$ cat src/rtl/tsmon_pkg.sv
package tsmon_pkg;
  typedef enum logic {
    MODE_T1 = 1'b0,
    MODE_E1 = 1'b1
  } line_mode_e;
endpackage

$ cat src/rtl/tsmon_bit_position.sv
module tsmon_bit_position #(
  parameter int POS_W = 9
) (
  input  logic             clk,
  input  logic             rst,
  input  logic             bit_stb,
  input  logic             frame_start,
  output logic [POS_W-1:0] cur_pos,
  output logic             pos_ok
);
  localparam logic [POS_W-1:0] POS_MAX = '1;

  logic [POS_W-1:0] pos_q;
  logic             seen_q;

  always_comb begin
    if (frame_start)           cur_pos = '0;
    else if (pos_q == POS_MAX) cur_pos = POS_MAX;
    else                       cur_pos = pos_q + 1'b1;
  end

  assign pos_ok = seen_q | frame_start;

  always_ff @(posedge clk) begin
    if (rst) begin
      pos_q  <= POS_MAX;
      seen_q <= 1'b0;
    end else if (bit_stb) begin
      pos_q <= cur_pos;
      if (frame_start) seen_q <= 1'b1;
    end
  end

  // position only moves on a strobed bit
  a_r10_pos_hold: assert property (@(posedge clk) disable iff (rst)
    !bit_stb |=> $stable(pos_q));
endmodule

$ cat src/rtl/tsmon_slot_select.sv
module tsmon_slot_select
  import tsmon_pkg::*;
#(
  parameter int SEL_W    = 5,
  parameter int POS_W    = 9,
  parameter int BYTE_W   = 8,
  parameter int T1_SLOTS = 24,
  parameter int E1_SLOTS = 32
) (
  input  logic             clk,
  input  logic             rst,
  input  logic             bit_stb,
  input  logic             frame_start,
  input  logic [SEL_W-1:0] sel_in,
  input  logic             e1_in,
  input  logic [POS_W-1:0] cur_pos,
  input  logic             pos_ok,
  output logic             in_slot,
  output logic             last_bit
);
  localparam int EXT_W = POS_W + 1;

  logic [SEL_W-1:0] act_sel_q, eff_sel;
  line_mode_e       act_mode_q, eff_mode;
  logic             latch_now;
  logic             sel_ok;
  logic [EXT_W-1:0] base, pos_x, off;

  assign latch_now = bit_stb & frame_start;

  always_comb begin
    eff_sel  = latch_now ? sel_in : act_sel_q;
    eff_mode = latch_now ? (e1_in ? MODE_E1 : MODE_T1) : act_mode_q;
    base     = EXT_W'(eff_sel) * EXT_W'(BYTE_W)
             + ((eff_mode == MODE_T1) ? EXT_W'(1) : EXT_W'(0));
    pos_x    = EXT_W'(cur_pos);
    off      = pos_x - base;
    sel_ok   = (eff_mode == MODE_E1) ? (int'(eff_sel) < E1_SLOTS)
                                     : (int'(eff_sel) < T1_SLOTS);
    in_slot  = bit_stb & pos_ok & sel_ok & (pos_x >= base)
             & (off < EXT_W'(BYTE_W));
    last_bit = in_slot & (off == EXT_W'(BYTE_W - 1));
  end

  always_ff @(posedge clk) begin
    if (rst) begin
      act_sel_q  <= '0;
      act_mode_q <= MODE_T1;
    end else if (latch_now) begin
      act_sel_q  <= sel_in;
      act_mode_q <= eff_mode;
    end
  end

  // selection only taken on a frame-start bit
  a_r7_sel_held: assert property (@(posedge clk) disable iff (rst)
    !(bit_stb && frame_start) |=> $stable(act_sel_q));
endmodule

$ cat src/rtl/tsmon_byte_capture.sv
module tsmon_byte_capture #(
  parameter int BYTE_W = 8
) (
  input  logic              clk,
  input  logic              rst,
  input  logic              in_slot,
  input  logic              last_bit,
  input  logic              data,
  output logic [BYTE_W-1:0] mon_byte,
  output logic              done
);
  logic [BYTE_W-1:0] shift_q;
  logic [BYTE_W-1:0] next_byte;

  assign next_byte = {shift_q[BYTE_W-2:0], data};

  always_ff @(posedge clk) begin
    if (rst) begin
      shift_q  <= '0;
      mon_byte <= '0;
      done     <= 1'b0;
    end else begin
      done <= last_bit;
      if (in_slot) shift_q <= next_byte;
      if (last_bit) mon_byte <= next_byte;
    end
  end

  // byte only changes together with done
  a_r4_byte_hold: assert property (@(posedge clk) disable iff (rst)
    !done |-> $stable(mon_byte));
  // done is a single-cycle pulse
  a_r5_done_pulse: assert property (@(posedge clk) disable iff (rst)
    done |=> !done);
endmodule

$ cat src/rtl/tsmon_path.sv
module tsmon_path #(
  parameter int SEL_W    = 5,
  parameter int POS_W    = 9,
  parameter int BYTE_W   = 8,
  parameter int T1_SLOTS = 24,
  parameter int E1_SLOTS = 32
) (
  input  logic              clk,
  input  logic              rst,
  input  logic [SEL_W-1:0]  sel,
  input  logic              e1,
  input  logic              bit_stb,
  input  logic              data,
  input  logic              frame_start,
  output logic [BYTE_W-1:0] mon_byte,
  output logic              done
);
  logic [POS_W-1:0] cur_pos;
  logic             pos_ok;
  logic             in_slot;
  logic             last_bit;

  tsmon_bit_position #(.POS_W(POS_W)) u_pos (
    .clk(clk), .rst(rst), .bit_stb(bit_stb), .frame_start(frame_start),
    .cur_pos(cur_pos), .pos_ok(pos_ok)
  );

  tsmon_slot_select #(
    .SEL_W(SEL_W), .POS_W(POS_W), .BYTE_W(BYTE_W),
    .T1_SLOTS(T1_SLOTS), .E1_SLOTS(E1_SLOTS)
  ) u_sel (
    .clk(clk), .rst(rst), .bit_stb(bit_stb), .frame_start(frame_start),
    .sel_in(sel), .e1_in(e1), .cur_pos(cur_pos), .pos_ok(pos_ok),
    .in_slot(in_slot), .last_bit(last_bit)
  );

  tsmon_byte_capture #(.BYTE_W(BYTE_W)) u_cap (
    .clk(clk), .rst(rst), .in_slot(in_slot), .last_bit(last_bit),
    .data(data), .mon_byte(mon_byte), .done(done)
  );

  // a capture always follows a strobed bit
  a_r2_done_after_stb: assert property (@(posedge clk) disable iff (rst)
    done |-> $past(bit_stb));
endmodule

$ cat src/rtl/tsmon_top.sv
module tsmon_top #(
  parameter int SEL_W    = 5,
  parameter int POS_W    = 9,
  parameter int BYTE_W   = 8,
  parameter int T1_SLOTS = 24,
  parameter int E1_SLOTS = 32
) (
  input  logic              clk,
  input  logic              rst,
  input  logic [SEL_W-1:0]  tx_sel,
  input  logic              tx_e1,
  input  logic              tx_bit_stb,
  input  logic              tx_data,
  input  logic              tx_frame_start,
  output logic [BYTE_W-1:0] tx_mon_byte,
  output logic              tx_mon_done,
  input  logic [SEL_W-1:0]  rx_sel,
  input  logic              rx_e1,
  input  logic              rx_bit_stb,
  input  logic              rx_data,
  input  logic              rx_frame_start,
  output logic [BYTE_W-1:0] rx_mon_byte,
  output logic              rx_mon_done
);
  localparam int NUM_PATHS = 2;

  logic [SEL_W-1:0]  sel_a  [NUM_PATHS];
  logic              e1_a   [NUM_PATHS];
  logic              stb_a  [NUM_PATHS];
  logic              dat_a  [NUM_PATHS];
  logic              fs_a   [NUM_PATHS];
  logic [BYTE_W-1:0] mon_a  [NUM_PATHS];
  logic              done_a [NUM_PATHS];

  assign sel_a[0] = tx_sel;     assign sel_a[1] = rx_sel;
  assign e1_a[0]  = tx_e1;      assign e1_a[1]  = rx_e1;
  assign stb_a[0] = tx_bit_stb; assign stb_a[1] = rx_bit_stb;
  assign dat_a[0] = tx_data;    assign dat_a[1] = rx_data;
  assign fs_a[0]  = tx_frame_start;
  assign fs_a[1]  = rx_frame_start;

  // one independent path per direction
  for (genvar p = 0; p < NUM_PATHS; p++) begin : g_path
    tsmon_path #(
      .SEL_W(SEL_W), .POS_W(POS_W), .BYTE_W(BYTE_W),
      .T1_SLOTS(T1_SLOTS), .E1_SLOTS(E1_SLOTS)
    ) u_path (
      .clk(clk), .rst(rst), .sel(sel_a[p]), .e1(e1_a[p]),
      .bit_stb(stb_a[p]), .data(dat_a[p]), .frame_start(fs_a[p]),
      .mon_byte(mon_a[p]), .done(done_a[p])
    );
  end

  assign tx_mon_byte = mon_a[0];
  assign tx_mon_done = done_a[0];
  assign rx_mon_byte = mon_a[1];
  assign rx_mon_done = done_a[1];
endmodule

$ cat config.mk
export PLATFORM = sky130hd
export DESIGN_NAME = tsmon_top
export DESIGN_NICKNAME = d
export VERILOG_FILES = /design/src/rtl/tsmon_pkg.sv /design/src/rtl/tsmon_bit_position.sv /design/src/rtl/tsmon_slot_select.sv /design/src/rtl/tsmon_byte_capture.sv /design/src/rtl/tsmon_path.sv /design/src/rtl/tsmon_top.sv
export SDC_FILE = /design/constraint.sdc
export NUM_CORES = 1
export LEC_CHECK = 0
export BUFFER_PORTS_ARGS = -buffer_cell sky130_fd_sc_hd__buf_4
export CAP_MARGIN = 20
export CORE_UTILIZATION = 55
export CTS_CLUSTER_SIZE = 12
export DETAILED_ROUTE_END_ITERATION = 8
export PLACE_DENSITY_LB_ADDON = 0.12
export SLEW_MARGIN = 20
export SYNTH_ARGS = -nofsm -noshare
export SYNTH_HDL_FRONTEND = slang
export SYNTH_SLANG_ARGS = --single-unit
$ cat constraint.sdc
create_clock -name clk -period 9.05 [get_ports clk]
set_input_delay 0.4525 -clock clk [delete_from_list [all_inputs] [get_ports clk]]
set_output_delay 0.4525 -clock clk [all_outputs]
set_load 0.03 [all_outputs]
Word-level counts from Yosys, hierarchy flattened --
Index checks and enable logic that the tools add are counted.
Cells by class: equality and inequality tests 4, bitwise logic cells 14, reduce and logical (&&, ||, !) cells 2, mux-type cells 14, magnitude comparators 6, add/sub/neg operators 6
Operators by type and width (count):
- two-way mux 9 bit | 4
- == test 10 x 3 -> 1 bit (second input constant) | 2
- < comparator 10 x 4 -> 1 bit (second input constant) | 2
- subtractor 9 x 9 -> 10 bit | 2
- adder 8 x 1 -> 9 bit | 2
- adder 9 x 1 -> 9 bit (second input constant) | 2
- == test 9 bit (second input constant) | 2
- >= comparator 9 bit | 2
- AND 1 bit | 12
- < comparator 5 bit (second input constant) | 2
- two-way mux 5 bit | 2
- two-way mux 1 bit | 8
- AND reduction 2 bit | 2
- bitwise OR 1 bit | 2
Word-level totals: register bits 64, input bits 20, logic and storage cells 60, output and inout bits 18

Longest topological paths before layout --
Gate-level depths: netlist of the first run.
depth in word-level cells 8, mapped depth 16, mapped depth without buffers 13

Modules after synthesis --
A second synthesis of the first run with hierarchy kept.
Unflattened totals: cells, all modules 410, area total of the unflattened synthesis 3738.6 um2
Modules (own cells, without submodules):
- tsmon_bit_position | seq. area each 200.2 um2, cells each 85, times used 2, area each 681.9 um2
- tsmon_slot_select | seq. area each 120.1 um2, cells each 70, times used 2, area each 618.1 um2
- tsmon_byte_capture | seq. area each 320.3 um2, cells each 50, times used 2, area each 569.3 um2

Least setup slack after synthesis of the first run --
No wires, ideal clock.
kind reg2reg, start point register g_path[1].u_path.u_pos.pos_q[0], end point register g_path[1].u_path.u_cap.mon_byte[1], required time 8980 ps, setup time 70 ps, path slack 5445 ps, cell stages (with the launch flop) 16, period minus slack after synthesis 3605 ps, arrival 3534 ps, path buffers 2, cell sequence dfxtp_1 ha_1 buf_4 nand4_4 or2_2 clkbuf_1 a21o_1 ha_1 ha_1 a21boi_0 o21a_1 o21ai_0 or4_1 nor3_2 nand4_1 a21oi_1
On the way: longest elaborated chain between the ends 7, elaborated cells between the ends (all ways) 11
RTL lines:
- from (decl) | line tsmon_bit_position.sv:13 | logic [POS_W-1:0] pos_q;
- from (signal assigned) | line tsmon_bit_position.sv:29 | pos_q <= cur_pos;
- adder 9 x 1 -> 9 bit / == test 9 bit (equally long branches) | line tsmon_bit_position.sv:19, tsmon_bit_position.sv:18
- two-way mux 9 bit (*) | line tsmon_bit_position.sv:18 | else if (pos_q == POS_MAX) cur_pos = POS_MAX;
- two-way mux 9 bit (*) | line tsmon_bit_position.sv:17 | if (frame_start) cur_pos = '0;
- subtractor 9 x 9 -> 10 bit / >= comparator 9 bit (equally long branches) | line tsmon_slot_select.sv:37, tsmon_slot_select.sv:40
- < comparator 10 x 4 -> 1 bit / AND 1 bit (equally long branches) | line tsmon_slot_select.sv:41, tsmon_slot_select.sv:40
- AND 1 bit | line tsmon_slot_select.sv:41 | & (off < EXT_W'(BYTE_W));
- AND 1 bit (*) | line tsmon_slot_select.sv:42 | last_bit = in_slot & (off == EXT_W'(BYTE_W - 1));
- to (signal assigned) | line tsmon_byte_capture.sv:25 | if (last_bit) mon_byte <= next_byte;
- to (decl) | line tsmon_byte_capture.sv:9 | output logic [BYTE_W-1:0] mon_byte,
Mark *: on every way between the ends. The rest lies on a longest branch, timed or not. A chain may end at the register's enable or synchronous reset.

Worst setup path after layout of the first run --
start point register g_path[0].u_path.u_pos.pos_q[0], end point register g_path[0].u_path.u_cap.shift_q[6]
On the way: longest elaborated chain between the ends 6, elaborated cells between the ends (all ways) 9
RTL lines:
- from (decl) | line tsmon_bit_position.sv:13
- from (signal assigned) | line tsmon_bit_position.sv:29
- adder 9 x 1 -> 9 bit / == test 9 bit (equally long branches) | line tsmon_bit_position.sv:19, tsmon_bit_position.sv:18
- two-way mux 9 bit (*) | line tsmon_bit_position.sv:18
- two-way mux 9 bit (*) | line tsmon_bit_position.sv:17
- subtractor 9 x 9 -> 10 bit / >= comparator 9 bit (equally long branches) | line tsmon_slot_select.sv:37, tsmon_slot_select.sv:40
- < comparator 10 x 4 -> 1 bit / AND 1 bit (equally long branches) | line tsmon_slot_select.sv:41, tsmon_slot_select.sv:40
- AND 1 bit (*) | line tsmon_slot_select.sv:41
- to (signal assigned) | line tsmon_byte_capture.sv:24 | if (in_slot) shift_q <= next_byte;
- to (decl) | line tsmon_byte_capture.sv:12 | logic [BYTE_W-1:0] shift_q;
Marks and branches as above.

==> results_dict.tcl, run 1 <==
set metrics [dict create \
    grt_max_degree 66 \
    setup_viol 0 \
    synthMuxAreaShare_pct 6.60 \
    max_freq_mhz 234 \
    first_pass_iters 4 \
    worstHoldEndpoint "g_path[1].u_path.u_sel.act_sel_q[2]$_SDFF_PP0_" \
    die_h_um 88.7 \
    hold_class "primary input to flop" \
    critPathTopFamily "compound AO/OA/AOI/OAI gates" \
    routedWlPerCell_um 16.1 \
    grt_pass1_vias 3254 \
    worst_pin_slew_ns 1.08 \
    die_area_um2 7860 \
    rrSetupSlack_ns 4.77 \
    yosysMostFrequentCell "dfxtp_1" \
    path_cells "ha_1, and4_4, nand3_2, a21o_1, ha_1, ha_1, a21boi_0, nor2_1, a21oi_1, mux2_2, o211ai_1, o21ai_0, a21oi_1" \
    timing.rr.start "g_path[0].u_path.u_pos.pos_q[0]$_SDFFE_PP1P_" \
    grt_pass1_wl_um 15600 \
    async_flop_share_pct 0 \
    drc 0 \
    ant_nets 0 \
    core-area_um2 7250 \
    worstPathRequired_ns 9.31 \
    fin_nets 534 \
    power.density_nw_per_um2 194 \
    yosysTopAreaCell "dfxtp_1" \
    cts.sinks 64 \
    cp-start-kind "flop" \
    grt.overflow.total 0 \
    clk_path_buf_depth 2 \
    fillers 657 \
    finalCritPeriodShare_pct 47.3 \
    multi_input_comb_area_um2 2650 \
    grt_usage_pct 25.3 \
    routed_wl_um 9680 \
    r2r_cells 13 \
    synth.yosys.seq_area_share_pct 31.0 \
    synth-seq-cells 64 \
    slew_headroom_pct 27.7 \
    yosysWarnings 0 \
    std_cell_rows 31 \
    area_growth_pct 11.1 \
    max-cap-violations 0 \
    fin_ws_ns 4.77 \
    period_needed_ns 4.28 \
    crit_top_cell "ha_1" \
    fin_worst_skew_ns 0.0131 \
    synth_compound_area_share_pct 25.7 \
    totalNegativeSetupSlack_ns 0 \
    drive_gt1_share_pct 16.9 \
    initial_utilization_pct 57.0 \
    synthXorXnorAreaFrac_pct 3.18 \
    yosysUniqueCellTypes 77 \
    cp_data_arrival_time_ns 4.54 \
    synth_top_area_share_pct 31.0 \
    vias 3685 \
    end_kind "flop" \
    synth_top_family_by_area "compound AO/OA/AOI/OAI gates" \
    path_clk_slew_ns 0.08 \
    via_per_inst 6.12 \
    power_uw 892 \
    synth_simple_gate_area_share_pct 23.9 \
    htreeDepth 3 \
    synthAdderAreaFrac_pct 4.85 \
    timing.critical_path.buf_inv 0 \
    hold_buffers 0 \
    dp_hpwl_um 6700 \
    first_iter_violations 220 \
    antenna_found_initial 0 \
    cts_resized 0 \
    max_stage_delay_ns 0.87 \
    ir_worst_vdd_v 0.000103 \
    crit_fanout 15 \
    hold-worst-slack_ns 0.369 \
    dp_slack_ns 4.87 \
    cp-startpoint "g_path[0].u_path.u_pos.pos_q[0]$_SDFFE_PP1P_" \
    crit_type "flop to flop" \
    synth_common_cells "64 x dfxtp_1, 56 x a21oi_1, 33 x nor2_1" \
    cts_root_buf "clkbuf_8" \
    fp.dieW_um 88.7 \
    synth-edff-count 0 \
    crit_slowest_cell "o211ai_1" \
    synthTopCellsByArea "dfxtp_1 31%, a21oi_1 6.8%, mux2i_1 6.1%, ha_1 4.8%, nor2_1 3.0%" \
    synthCells 480 \
    synth_ff_type "dfxtp_1" \
    status "completed" \
    syn-mean-instance-area_um2 8.61 \
    seqCellArea_um2 1280 \
    netlist_area_um2 4130 \
    slew_viol_final 0 \
    insertion_delay_ns 0.35 \
    place_congestion 0.917 \
    antennaDiodeCount 0 \
    utilization_pct 63.3 \
    cts_setup_buffers 0 \
    cts_buffers 9 \
    whs_path_depth 3 \
    place.port_buffers 37 \
    r2r_end "g_path[0].u_path.u_cap.shift_q[6]$_SDFFE_PP0P_" \
    synth_nets 516 \
    ios 38 \
    p_leak_nw 1.83 \
    hp-start "rx_sel[2]" \
    hold_viol 0 \
    cts_tree "done" \
    grt_setup_unrepaired "no" \
]
## per-layer routing
| metal | GRT usage (%) | routed length, µm |
|---|---|---|
| met5 | 0 | 0 |
| met4 | 9.24 | 143 |
| met3 | 4.38 | 442 |
| met2 | 38.8 | 4410 |
| met1 | 35.7 | 4680 |
## worst register-to-register path, stage by stage, from the launching register on
cell and delay [ns]:
dfxtp_1 0.38, ha_1 0.34, and4_4 0.31, nand3_2 0.25
a21o_1 0.28, ha_1 0.23, ha_1 0.25, a21boi_0 0.24
nor2_1 0.12, a21oi_1 0.14, mux2_2 0.37, o211ai_1 0.87
o21ai_0 0.22, a21oi_1 0.19
## how the worst max path moves through the flow
stage,end,cells after the start
after CTS,g_path[0].u_path.u_cap.shift_q[6]$_SDFFE_PP0P_,13
after floorplan,g_path[1].u_path.u_cap.mon_byte[1]$_SDFFE_PP0P_,15
after global placement,g_path[1].u_path.u_cap.mon_byte[1]$_SDFFE_PP0P_,13
final,g_path[0].u_path.u_cap.shift_q[6]$_SDFFE_PP0P_,13
after global routing,g_path[0].u_path.u_cap.shift_q[2]$_SDFFE_PP0P_,13
after detailed placement,g_path[0].u_path.u_cap.shift_q[6]$_SDFFE_PP0P_,13
## cells by family (layout without fill, tap and decap cells)
group	count (synthesis)	after routing
DFF	64	64
xor gates and xnor gates	12	12
buffers and inverters	38	61
muxes	27	27
AOI/OAI and AO/OA	156	156
adders and majority gates	16	16
and+or+nand+nor	167	167
## registers in the layout, summed over array words and instances (netlist names)
signal	cells
g_path.u_path.u_pos.pos_q	18
g_path.u_path.u_cap.mon_byte	16
g_path.u_path.u_cap.shift_q	14
g_path.u_path.u_sel.act_sel_q	10
g_path.u_path.u_cap.done	2
g_path.u_path.u_pos.seen_q	2
g_path.u_path.u_sel.act_mode_q	2
## final cells by class
class,count,area share (%)
Inverter,8,0.654
Timing Repair Buffer,37,6.05
Clock buffer,9,2.70
Multi-Input combinational cell,378,57.7
Sequential cell,64,27.9
Clock inverter,7,2.24
Tap cell,99,2.70
## through the flow
stage	cells	cell area, µm²
after global routing	602	4590
after global placement	586	4360
after CTS	602	4590
final	602	4590
after detailed placement	586	4360
after floorplan	480	4130
## report_power, final
group	internal, mW	total, mW	switching, mW
Sequential	0.292	0.305	0.0131
Combinational	0.116	0.304	0.188
Clock	0.158	0.284	0.125
## cell usage in the layout (no fill, tap or decap), types with 3 or more instances in the layout
| cell type | instances |
|---|---|
| a31oi_1 | 3 |
| a21o_1 | 8 |
| nor4_1 | 3 |
| nor2b_1 | 9 |
| nand3_1 | 14 |
| a31o_2 | 5 |
| o21ai_0 | 21 |
| nand2b_1 | 16 |
| a21boi_0 | 3 |
| and2_1 | 4 |
| nand4b_1 | 5 |
| xnor2_1 | 5 |
| nand2_1 | 23 |
| mux2i_1 | 25 |
| and3_1 | 4 |
| o21a_1 | 3 |
| o31ai_1 | 16 |
| or2_2 | 6 |
| inv_1 | 8 |
| nand4_1 | 19 |
| nor2_1 | 33 |
| or4_1 | 3 |
| o211ai_1 | 3 |
| or3_1 | 4 |
| ha_1 | 16 |
| a21oi_1 | 56 |
| o211a_1 | 3 |
| nor3_1 | 4 |
| inv_6 | 3 |
| dfxtp_1 | 64 |
| xor2_1 | 5 |
| clkbuf_8 | 9 |
| buf_4 | 37 |
| nand3b_1 | 3 |
| a211o_1 | 10 |
| o21bai_1 | 3 |
No activity file was read; power rests on OpenSTA's default activity.
==> run 2: changes to the inputs <==
Settings changed: CORE_UTILIZATION 55 to 54.
Clock period 9.05 ns to 3.7 ns, I/O delays scaled along.
==> run 2 against run 1 <==
  * Critical path depth increased by 1
  * Count of clock-buffer cells in the layout unchanged
  * Core utilization increased by 1.4 points
  * Clock skew decreased by 0.0031 ns
  * Wire length increased by 1.2%
  * Total power increased by 150%
  * Via count increased by 1.1%
  * First-iteration DRC count increased by 2.3%
  * Sequential power increased by 140%
  * Non-clock buffer count increased by 18
  * Register-to-register slack got worse by 4.6 ns
  * Critical path type unchanged
==> results_dict.tcl, run 2 (synthesis gave the netlist of run 1 again) <==
set metrics [dict create \
    antennaDiodeCount 0 \
    layout_commonest_cell "dfxtp_1" \
    grt_setup_unrepaired "no" \
    place_area_um2 4490 \
    grt_usage_pct 26.2 \
    first_pass_iters 4 \
    worst_pin_slew_ns 0.697 \
    die_h_um 89.5 \
    cts_root_buf "clkbuf_8" \
    cp-start-kind "flop" \
    drc 0 \
    antenna_found_initial 0 \
    largestRegisters "g_path.u_path.u_pos.pos_q (18), g_path.u_path.u_cap.mon_byte (16), g_path.u_path.u_cap.shift_q (14)" \
    first_iter_violations 225 \
    cts_buffers 9 \
    grt.overflow.total 0 \
    crit_type "flop to flop" \
    routedWlPerCell_um 15.8 \
    grt_pass1_vias 3485 \
    hold_class "primary input to flop" \
    via_per_inst 6.01 \
    top_usage_layer "met2" \
    drive_gt1_share_pct 20.9 \
    routed_wl_um 9790 \
    utilization_pct 64.7 \
    cp_data_arrival_time_ns 3.72 \
    initial_utilization_pct 56.4 \
    die_area_um2 8000 \
    htreeDepth 3 \
    worstPathRequired_ns 3.90 \
    regMostFlops "g_path.u_path.u_pos.pos_q" \
    insertion_delay_ns 0.35 \
    slew_headroom_pct 52.8 \
    status "completed" \
    period_needed_ns 3.51 \
    place.port_buffers 37 \
    ant_nets 0 \
    hold_viol 0 \
    grt_use_met2_pct 41.4 \
    met1_usage_pct 36.4 \
    clk_path_buf_depth 2 \
    ios 38 \
    use_met3_pct 5.26 \
    hold_buffers 0 \
    max-cap-violations 0 \
    slew_viol_final 0 \
    most-common-layout-cells "63 x dfxtp_1, 55 x buf_4, 54 x a21oi_1" \
    fin_nets 552 \
    area_growth_pct 14.8 \
    largest_reg_flops 18 \
    ir_worst_vdd_v 0.000247 \
    setup_viol 0 \
    cts_tree "done" \
    core-area_um2 7330 \
    std_cell_rows 31 \
    vias 3727 \
    grt_max_degree 66 \
    dp_hpwl_um 6890 \
    p_leak_nw 1.92 \
    power.density_nw_per_um2 470 \
    cts.sinks 64 \
    finalCritPeriodShare_pct 94.9 \
    fp.dieW_um 89.5 \
    crit_fanout 9 \
    end_kind "flop" \
    grt_pass1_wl_um 16200 \
    totalNegativeSetupSlack_ns 0 \
    path_clk_slew_ns 0.08 \
    fin_worst_skew_ns 0.0100 \
    place_congestion 0.862 \
    max_freq_mhz 285 \
    post-route-cell-area_um2 4740 \
]
## run 2: changes by cell type in the layout (fill, tap and decap cells not counted), moves of 2 or more
cell      previous run  this run
buf_4               37        55
inv_6                3         0
a21oi_1             56        54
a21oi_2              0         2
clkinv_2             0         2
clkinv_4             1         3
## run 2: worst paths after layout
check | slack (ns) | depth (start not counted) | to | start
worst min register to register | 0.47 | 2 | g_path[1].u_path.u_cap.mon_byte[4]$_SDFFE_PP0P_ | g_path[1].u_path.u_cap.mon_byte[4]$_SDFFE_PP0P_
worst min-delay path | 0.1 | 3 | g_path[1].u_path.u_sel.act_sel_q[1]$_SDFF_PP0_ | rx_sel[1]
worst max register to register | 0.19 | 14 | g_path[1].u_path.u_cap.mon_byte[3]$_SDFFE_PP0P_ | g_path[1].u_path.u_pos.pos_q[0]$_SDFFE_PP1P_
worst max-delay path | 0.19 | 14 | g_path[1].u_path.u_cap.mon_byte[3]$_SDFFE_PP0P_ | g_path[1].u_path.u_pos.pos_q[0]$_SDFFE_PP1P_
## run 2: layout make-up
type                            instances  area (µm²)
Clock buffer                            9         124
Tap cell                               99         124
Fill cell                             650        2590
Timing Repair Buffer                   55         413
Clock inverter                          7        96.3
Multi-Input combinational cell        378        2670
Sequential cell                        64        1280
Inverter                                8        30.0
## run 2: per-stage QoR
| stage | hold WS, ns | std cells | worst slack (ns) | power (mW) |
|---|---|---|---|---|
| floorplan | 0.333 | 480 | 0.0951 | 1.37 |
| global placement | 0.451 | 603 | 0.0361 | 1.52 |
| detailed placement | 0.459 | 603 | 0.00502 | 1.54 |
| CTS | 0.0812 | 619 | 0.0319 | 2.22 |
| global route | 0.100 | 620 | 0.00979 | 2.36 |
| finish | 0.0980 | 620 | 0.187 | 2.23 |
## run 2: critical path, cell delays in order (launching register included)
cell and delay [ns]:
dfxtp_1 0.38, ha_2 0.25, nand4_4 0.10, or2_2 0.39, buf_4 0.17, a21oi_1 0.14
ha_1 0.26, a21boi_1 0.16, o21a_1 0.20, and3_1 0.19, o31a_1 0.30, or2_1 0.28
buf_4 0.19, o31ai_1 0.27, a21oi_1 0.11
## run 2: where the power goes
group          switching (mW)  internal, mW  leakage (nW)
Sequential             0.0309         0.715         0.522
Clock                   0.292         0.380         0.113
Combinational           0.482         0.329          1.28
Total                   0.804          1.42          1.92
## run 2: layer usage
metal | up-vias | wire [µm]
met5 | - | 0
met4 | 0 | 24
met3 | 3 | 397
met2 | 85 | 4490
met1 | 1754 | 4880
li1 | 1885 | -
## run 2: repair_timing
action	in CTS	in global routing
pin swaps	0	3
hold endpoints to repair	0	0
endpoints found under the setup margin	8	31
resized for setup	1	8
buffers inserted	0	1
==> run 3: changes to the inputs <==
Settings changed: CELL_PAD_IN_SITES_DETAIL_PLACEMENT from default to 0, CELL_PAD_IN_SITES_GLOBAL_PLACEMENT from default to 1, CORE_UTILIZATION 54 to 41.
==> run 3 against run 2 <==
  * Design area rose by 0.42%
  * Count of clock-buffer cells in the layout rose by 2
  * Register-to-register slack improved by 0.05 ns
  * Non-clock buffer count rose by 3
  * Via count rose by 1.3%
  * Largest cell class unchanged
  * Largest power group unchanged
  * Highest routed layer unchanged
==> results_dict.tcl, run 3 (synthesis gave the netlist of run 1 again) <==
set metrics [dict create \
    status "completed" \
    antennaDiodeCount 0 \
    slew_viol_final 0 \
    path_depth 11 \
    grt_usage_pct 20.9 \
    fin_cells 657 \
    crit_type "flop to flop" \
    r2r_cells 11 \
    p_leak_nw 1.90 \
    period_needed_ns 3.47 \
    vias 3774 \
    largest_reg_flops 18 \
    fin_nets 555 \
    first_pass_iters 4 \
    initial_utilization_pct 42.3 \
    grt_use_met2_pct 32.9 \
    hold_class "primary input to flop" \
    seqCellArea_um2 1280 \
    use_met3_pct 4.38 \
    ant_nets 0 \
    insertion_delay_ns 0.35 \
    path_clk_slew_ns 0.08 \
    multi_input_comb_area_um2 2670 \
    dp_hpwl_um 7220 \
    cts_tree "done" \
    path_cells "ha_2, nand4_4, or2_2, a21oi_1, ha_1, and3_1, and3_1, o31a_1, or2_1, nor3_4, mux2i_1" \
    fillers 979 \
    place_congestion 0.909 \
    setup_viol 0 \
    grt.overflow.total 0 \
    routed_wl_um 10400 \
    place.port_buffers 37 \
    ir_worst_vdd_v 0.000175 \
    crit_fanout 8 \
    die_h_um 102 \
    first_iter_violations 258 \
    die_area_um2 10500 \
    clk_path_buf_depth 2 \
    routedWlPerCell_um 15.9 \
    dp_cells 639 \
    worst_pin_slew_ns 0.662 \
    whs_path_depth 3 \
    hold_viol 0 \
    timing.critical_path.buf_inv 0 \
    worstPathRequired_ns 3.98 \
    crit_top_cell "and3_1" \
    htreeDepth 3 \
    regMostFlops "g_path.u_path.u_pos.pos_q" \
    critPathTopFamily "simple AND/OR/NAND/NOR gates" \
    end_kind "flop" \
    slew_headroom_pct 55.9 \
    crit_slowest_cell "nor3_4" \
    cts.sinks 64 \
    layout_commonest_cell "dfxtp_1" \
    met1_usage_pct 28.7 \
    area_growth_pct 15.3 \
    core-area_um2 9770 \
    max_freq_mhz 289 \
    fin_worst_skew_ns 0.0110 \
    utilization_pct 48.7 \
    cts_root_buf "clkbuf_8" \
    std_cell_rows 36 \
    drc 0 \
    cp-start-kind "flop" \
    top_usage_layer "met2" \
    max_stage_delay_ns 0.42 \
    max-cap-violations 0 \
    grt_max_degree 66 \
    power.density_nw_per_um2 448 \
    ios 38 \
    cp_data_arrival_time_ns 3.75 \
    most-common-layout-cells "62 x dfxtp_1, 58 x buf_4, 54 x a21oi_1" \
    fp.dieW_um 102 \
    finalCritPeriodShare_pct 93.7 \
    via_per_inst 5.74 \
    largestRegisters "g_path.u_path.u_pos.pos_q (18), g_path.u_path.u_cap.mon_byte (16), g_path.u_path.u_cap.shift_q (14)" \
    grt_pass1_wl_um 17100 \
    drive_gt1_share_pct 21.4 \
    hold_buffers 0 \
    grt_pass1_vias 3524 \
    antenna_found_initial 0 \
    power_mw 2.13 \
    cts_buffers 9 \
]
## run 3: changes by cell type in the layout (fill, tap and decap cells not counted)
cell | previous run | this run
buf_4 | 55 | 58
clkinv_4 | 3 | 0
clkinvlp_4 | 0 | 3
bufinv_16 | 2 | 0
a21boi_0 | 2 | 1
a21boi_1 | 2 | 3
clkbuf_1 | 0 | 1
clkbuf_8 | 9 | 10
dfxtp_1 | 63 | 62
dfxtp_2 | 1 | 2
## run 3: area by class of cell
type / instances / area share, %
clock buffer: 11 / 2.97
timing repair buffer: 58 / 9.14
tap: 133 / 3.49
sequential: 64 / 27.0
clock inverter: 5 / 0.683
inverter: 8 / 0.631
multi-input combinational: 378 / 56.1
## run 3: final timing paths
check,from,endpoint,slack [ns]
max,g_path[1].u_path.u_pos.pos_q[0]$_SDFFE_PP1P_,g_path[1].u_path.u_cap.shift_q[2]$_SDFFE_PP0P_,0.23
max reg2reg,g_path[1].u_path.u_pos.pos_q[0]$_SDFFE_PP1P_,g_path[1].u_path.u_cap.shift_q[2]$_SDFFE_PP0P_,0.23
min,rx_sel[2],g_path[1].u_path.u_sel.act_sel_q[2]$_SDFF_PP0_,0.10
min reg2reg,g_path[0].u_path.u_cap.mon_byte[4]$_SDFFE_PP0P_,g_path[0].u_path.u_cap.mon_byte[4]$_SDFFE_PP0P_,0.47
## run 3: power by group
group	internal (mW)	leakage (nW)	switching (mW)
clock	0.259	0.0813	0.300
sequential	0.715	0.522	0.0314
combinational	0.338	1.30	0.487
total	1.31	1.90	0.819
## run 3: metal layers
| layer | wire length, µm | vias to the layer above |
|---|---|---|
| met4 | 138 | 0 |
| met2 | 4530 | 72 |
| met3 | 429 | 14 |
| met5 | 0 | - |
| met1 | 5340 | 1800 |
| li1 | - | 1888 |
## run 3: what timing repair did
| action | in CTS | in global routing |
|---|---|---|
| setup endpoints to repair | 0 | 30 |
| buffers inserted | 0 | 2 |
| resized for setup | 0 | 11 |
## run 3: worst register-to-register path, stage by stage (launching register included)
cell     delay (ns)
dfxtp_1        0.38
ha_2           0.24
nand4_4        0.11
or2_2          0.39
a21oi_1        0.28
ha_1           0.38
and3_1         0.21
and3_1         0.17
o31a_1         0.30
or2_1          0.28
nor3_4         0.42
mux2i_1        0.24
## run 3: stage by stage
stage | setup TNS (ns) | area (µm²) | hold slack (ns) | setup WS [ns]
final | 0 | 4760 | 0.104 | 0.234
after global routing | -0.0111 | 4760 | 0.117 | -0.00987
after CTS | 0 | 4720 | 0.0912 | 0.0606
after detailed placement | 0 | 4550 | 0.458 | 0.0827
after global placement | 0 | 4550 | 0.448 | 0.109
after floorplan | 0 | 4130 | 0.333 | 0.0951
